===== src/rtl/exc_cls_pkg.sv =====
package exc_cls_pkg;
  typedef enum logic [2:0] {
    C_NONE, C_ILL, C_LINEA, C_LINEF, C_PRIV, C_DIVZ, C_TRACE
  } cause_e;

  localparam int VEC_ILLEGAL = 4;
  localparam int VEC_DIVZ    = 5;
  localparam int VEC_PRIV    = 8;
  localparam int VEC_TRACE   = 9;
  localparam int VEC_LINEA   = 10;
  localparam int VEC_LINEF   = 11;

  function automatic int cause_vec(cause_e c);
    case (c)
      C_ILL:   return VEC_ILLEGAL;
      C_LINEA: return VEC_LINEA;
      C_LINEF: return VEC_LINEF;
      C_PRIV:  return VEC_PRIV;
      C_DIVZ:  return VEC_DIVZ;
      C_TRACE: return VEC_TRACE;
      default: return 0;
    endcase
  endfunction
endpackage


===== src/rtl/exc_fault_detect.sv =====
module exc_fault_detect
  import exc_cls_pkg::*;
#(
  parameter int OPW_W  = 16,
  parameter int LINE_W = 4
) (
  input  logic [OPW_W-1:0] opword,
  input  logic             op_legal,
  input  logic             op_priv,
  input  logic             op_halt,
  input  logic             sup_mode,
  input  logic             dbg_uhalt_en,
  output cause_e           ill_cls,
  output logic             priv_viol
);
  localparam logic [LINE_W-1:0] LINE_A = LINE_W'(4'hA);
  localparam logic [LINE_W-1:0] LINE_F = LINE_W'(4'hF);

  logic [LINE_W-1:0] line;
  logic              halt_allowed;

  assign line = opword[OPW_W-1 -: LINE_W];

  always_comb begin
    ill_cls = C_NONE;
    if (!op_legal) begin
      if (line == LINE_A)      ill_cls = C_LINEA;
      else if (line == LINE_F) ill_cls = C_LINEF;
      else                     ill_cls = C_ILL;
    end
  end

  assign halt_allowed = op_halt && dbg_uhalt_en;
  assign priv_viol    = op_priv && !sup_mode && !halt_allowed;
endmodule


===== src/rtl/exc_prio_encode.sv =====
module exc_prio_encode
  import exc_cls_pkg::*;
#(
  parameter int VEC_W = 8
) (
  input  cause_e           ill_cls,
  input  logic             priv_viol,
  input  logic             div_zero,
  input  logic             trace_en,
  input  logic             op_stop,
  output logic             hit,
  output logic [VEC_W-1:0] vec,
  output logic [VEC_W+1:0] off,
  output logic             pc_next
);
  cause_e win;

  always_comb begin
    if (ill_cls != C_NONE)        win = ill_cls;
    else if (priv_viol)           win = C_PRIV;
    else if (div_zero)            win = C_DIVZ;
    else if (trace_en && !op_stop) win = C_TRACE;
    else                          win = C_NONE;
  end

  assign hit     = (win != C_NONE);
  assign vec     = VEC_W'(cause_vec(win));
  assign off     = (VEC_W + 2)'(cause_vec(win) * 4);
  assign pc_next = (win == C_TRACE);
endmodule


===== src/rtl/exc_vector_classifier.sv =====
module exc_vector_classifier
  import exc_cls_pkg::*;
#(
  parameter int OPW_W  = 16,
  parameter int LINE_W = 4,
  parameter int VEC_W  = 8
) (
  input  logic             clk,
  input  logic             rst,
  input  logic             cmpl_valid,
  input  logic [OPW_W-1:0] opword,
  input  logic             op_legal,
  input  logic             op_priv,
  input  logic             op_halt,
  input  logic             op_stop,
  input  logic             div_zero,
  input  logic             sup_mode,
  input  logic             trace_en,
  input  logic             dbg_uhalt_en,
  output logic             exc_req,
  output logic [VEC_W-1:0] exc_vec,
  output logic [VEC_W+1:0] exc_off,
  output logic             exc_pc_next
);
  localparam int OFF_W = VEC_W + 2;

  cause_e           ill_cls;
  logic             priv_viol;
  logic             hit;
  logic [VEC_W-1:0] nxt_vec;
  logic [OFF_W-1:0] nxt_off;
  logic             nxt_pc_next;

  exc_fault_detect #(.OPW_W(OPW_W), .LINE_W(LINE_W)) u_det (
    .opword(opword), .op_legal(op_legal), .op_priv(op_priv),
    .op_halt(op_halt), .sup_mode(sup_mode), .dbg_uhalt_en(dbg_uhalt_en),
    .ill_cls(ill_cls), .priv_viol(priv_viol)
  );

  exc_prio_encode #(.VEC_W(VEC_W)) u_prio (
    .ill_cls(ill_cls), .priv_viol(priv_viol), .div_zero(div_zero),
    .trace_en(trace_en), .op_stop(op_stop), .hit(hit), .vec(nxt_vec),
    .off(nxt_off), .pc_next(nxt_pc_next)
  );

  always_ff @(posedge clk) begin
    if (rst) begin
      exc_req     <= 1'b0;
      exc_vec     <= '0;
      exc_off     <= '0;
      exc_pc_next <= 1'b0;
    end else begin
      exc_req <= cmpl_valid && hit;
      if (cmpl_valid && hit) begin
        exc_vec     <= nxt_vec;
        exc_off     <= nxt_off;
        exc_pc_next <= nxt_pc_next;
      end
    end
  end


  a_r10_offset: assert property (@(posedge clk) disable iff (rst)
    exc_req |-> (exc_off == {exc_vec, 2'b00}));

  a_r12_strobe_cause: assert property (@(posedge clk) disable iff (rst)
    exc_req |-> $past(cmpl_valid));

  a_r1_illegal_src: assert property (@(posedge clk) disable iff (rst)
    (exc_req && exc_vec == VEC_W'(VEC_ILLEGAL)) |-> !$past(op_legal));

  a_r6_priv_user: assert property (@(posedge clk) disable iff (rst)
    (exc_req && exc_vec == VEC_W'(VEC_PRIV)) |-> !$past(sup_mode));

  a_r7_uhalt: assert property (@(posedge clk) disable iff (rst)
    (exc_req && exc_vec == VEC_W'(VEC_PRIV)) |-> !($past(op_halt) && $past(dbg_uhalt_en)));

  a_r8_trace_pc: assert property (@(posedge clk) disable iff (rst)
    (exc_req && exc_vec == VEC_W'(VEC_TRACE)) |-> exc_pc_next);

  a_r9_no_stop_trace: assert property (@(posedge clk) disable iff (rst)
    (exc_req && exc_vec == VEC_W'(VEC_TRACE)) |-> !$past(op_stop));
endmodule


===== config.mk =====
export PLATFORM = sky130hd
export DESIGN_NAME = exc_vector_classifier
export DESIGN_NICKNAME = d
export VERILOG_FILES = /design/src/rtl/exc_cls_pkg.sv /design/src/rtl/exc_fault_detect.sv /design/src/rtl/exc_prio_encode.sv /design/src/rtl/exc_vector_classifier.sv
export SDC_FILE = /design/constraint.sdc
export NUM_CORES = 1
export LEC_CHECK = 0
export BUFFER_PORTS_ARGS = -buffer_cell sky130_fd_sc_hd__buf_2
export CELL_PAD_IN_SITES_DETAIL_PLACEMENT = 1
export CELL_PAD_IN_SITES_GLOBAL_PLACEMENT = 2
export CORE_ASPECT_RATIO = 2
export CORE_UTILIZATION = 28
export DETAILED_ROUTE_END_ITERATION = 12
export GPL_TIMING_DRIVEN = 0
export PLACE_DENSITY_LB_ADDON = 0.3
export SETUP_SLACK_MARGIN = 0.15
export SKIP_CTS_REPAIR_TIMING = 1
export SLEW_MARGIN = 0
export SYNTH_ARGS = -nofsm -noshare
export SYNTH_HDL_FRONTEND = slang
export SYNTH_HIERARCHICAL = 1
export SYNTH_SLANG_ARGS = --single-unit

===== constraint.sdc =====
create_clock -name clk -period 1.7 [get_ports clk]
set_clock_uncertainty 0.1 [all_clocks]
set_input_delay 0 -clock clk [delete_from_list [all_inputs] [get_ports clk]]
set_output_delay 0 -clock clk [all_outputs]
set_load 0.03 [all_outputs]

==> reports/results.ini <==
[setup_path]
path_max_fanout = 10
cp-end-kind = register
required_ns = 1.79
crit_type = in2reg
r2r_slack_ns = 0.83
crit_path_top_delay_cell = a211oi_1
critPathLaunchType = input port
max_stage_delay_ns = 0.52
crit_arrival_ns = 1.41
cp_cell_sequence = buf_2 > a211oi_1 > nor3_4 > nand2_1 > buf_4 > buf_6 > nand3_2 > a21oi_2

[timing]
tns_ns = 0
rsz0062_at_grt = no
fmax_ghz = 0.754
period_minus_slack_ns = 1.33
tightest_slew_ns = 0.588
setup_slack_ns = 0.373
finalCritPeriodShare_pct = 78.0
slew_viol_final = 0
timing.final.hold_violations = 0
setup_viol = 0
max-slew-margin-rel_pct = 60.5

[place]
dp_slack_ns = 0.00859
gp_congestion = 0.709
port_buffers = 32
place_inst = 224
dpl.hpwl_microns = 2280
place_area_sq_um = 1480

[power_and_ir_drop]
powerDensity_nw_per_um2 = 713
max-vdd-ir-drop_mv = 0.369
p_leak_nw = 0.694

[outcome]
status = finished clean

[route]
ant_nets = 0
dr_total_vias = 1033
wl_microns = 2900
drt-initial-drc-count = 5
drt-wirelength-per-cell_microns = 12.7
viasPerCell = 4.53
dr.pass1.iters = 3
drc = 0

[clock_tree]
cts-root-buf = clkbuf_8
cts_tree = built
clkSinkCount = 20
cts_made_buffers = 3
clk_latency_ns = 0.25
ctsHtreeMaxLevel = 1
cts.clk_slew.worst_paths_ns = 0.08
clock_path_buffers = 2

[floorplanning]
die_width_microns = 48.8
core_area_sq_um = 4130
die_area_sq_um = 4660
initial_core_util_pct = 29.7
die_h_microns = 95.5
top_level_ports = 47
row_count = 33

[global_routing]
antenna_found_initial = 0
grt_overflow = 0
grt_use_total_pct = 13.9
grt_pass1_vias = 1145
grt_max_degree = 11
grt_pass1_wl_microns = 5080

[synthesis]
yosys_warnings = 6
postSynthCellCount = 131
synth_area_per_cell_sq_um = 9.35
synth.area.top_cells = dfxtp_1 (33%), buf_4 (10%), a21bo_1 (8.2%)
synth_cell_type_count = 28
synth_common_cells = dfxtp_1 (20), buf_4 (17), a21oi_1 (12)
async_flop_share_pct = 0
ys_seq_area_share_pct = 32.7
synth_most_common_cell = dfxtp_1
netlist.top_cell.by_area = dfxtp_1
synth_top_cell_area_share_pct = 32.7
synth_edf_count = 0
syn_area_sq_um = 1220
yosys_most_used_dff = dfxtp_1
ys_ff_latch = 20

[cells_and_area]
stdcell_count = 228
layout.nets = 205
synthToLayoutAreaGrowth_pct = 26.4
final_area_sq_um = 1550
post-route-util_pct = 37.5
drive_gt1_share_pct = 52.3
antenna_cells = 0

[min_path]
hp-class = in2reg

[job]
cap_violations = 0

==> final cells by class <==
type                       instances  area, sq um
fill                             534         2580
multi-input combinational         93          677
sequential                        20          400
buffer                            26          190
timing repair buffer              33          170
tap                               52         65.1
clock buffer                       3         41.3
inverter                           1         3.75
==> logic make-up after synthesis <==
| kind of cell | Yosys count | share of synthesized area [%] |
|---|---|---|
| XOR/XNOR | 2 | 1.43 |
| other | 2 | 0.613 |
| AND/OR/NAND/NOR | 34 | 18.5 |
| buffers and inverters | 27 | 15.8 |
| AO/OA/AOI/OAI | 46 | 31.0 |
| flip-flops | 20 | 32.7 |
==> flip-flops by register name, summed over array words and instances (netlist names) <==
name,flops
exc_req,1
exc_pc_next,1
exc_off,10
exc_vec,8
==> power breakdown <==
part	internal, mW	switching (mW)
logic	0.121	0.165
clock network	0.158	0.156
registers	0.494	0.0103
==> metrics by stage <==
step,power (mW),hold slack [ns]
after floorplan,0.727,0.210
after global placement,0.787,0.245
after detailed placement,0.796,0.254
after CTS,1.12,-0.0194
after global routing,1.16,0.0211
final,1.10,0.00197
==> metal layers <==
layer,routed length (microns),GRT usage (%),share of wire (%)
met4,14,3.68,0.48
met3,96,1.75,3.3
met1,1050,13.8,36
met5,0,0,0
met2,1740,29.2,60
==> final timing paths <==
| path | endpoint | cells after the start | from |
|---|---|---|---|
| max | exc_vec[3]$_SDFFE_PP0P_ | 8 | op_halt |
| min reg2reg | exc_off[7]$_SDFFE_PP0P_ | 2 | exc_off[7]$_SDFFE_PP0P_ |
| max reg2reg | exc_vec[7]$_SDFFE_PP0P_ | 2 | exc_vec[7]$_SDFFE_PP0P_ |
| min | exc_off[4]$_SDFFE_PP0P_ | 3 | cmpl_valid |
==> placed cells by master (no fill, tap or decap), drive strengths merged <==
master and count:
a21oi 21, a21bo 19, buf 57, nor2 5
conb 11, nand2 3, xnor2 1, o21bai 1
nand3 19, clkbuf 4, a211oi 1, a22oi 2
nor3b 1, dlygate4sd3 1, nor3 4, nor2b 2
xor2 1, o21ai 1, dfxtp 20, a31oi 1
inv 1
==> worst max-delay path: cells and delay by family <==
family                 cells  cell delay, ns
AND/OR/NAND/NOR            3            0.29
AO/OA/AOI/OAI              2            0.65
buffers and inverters      3            0.47
(Power assumes the default switching activity.)
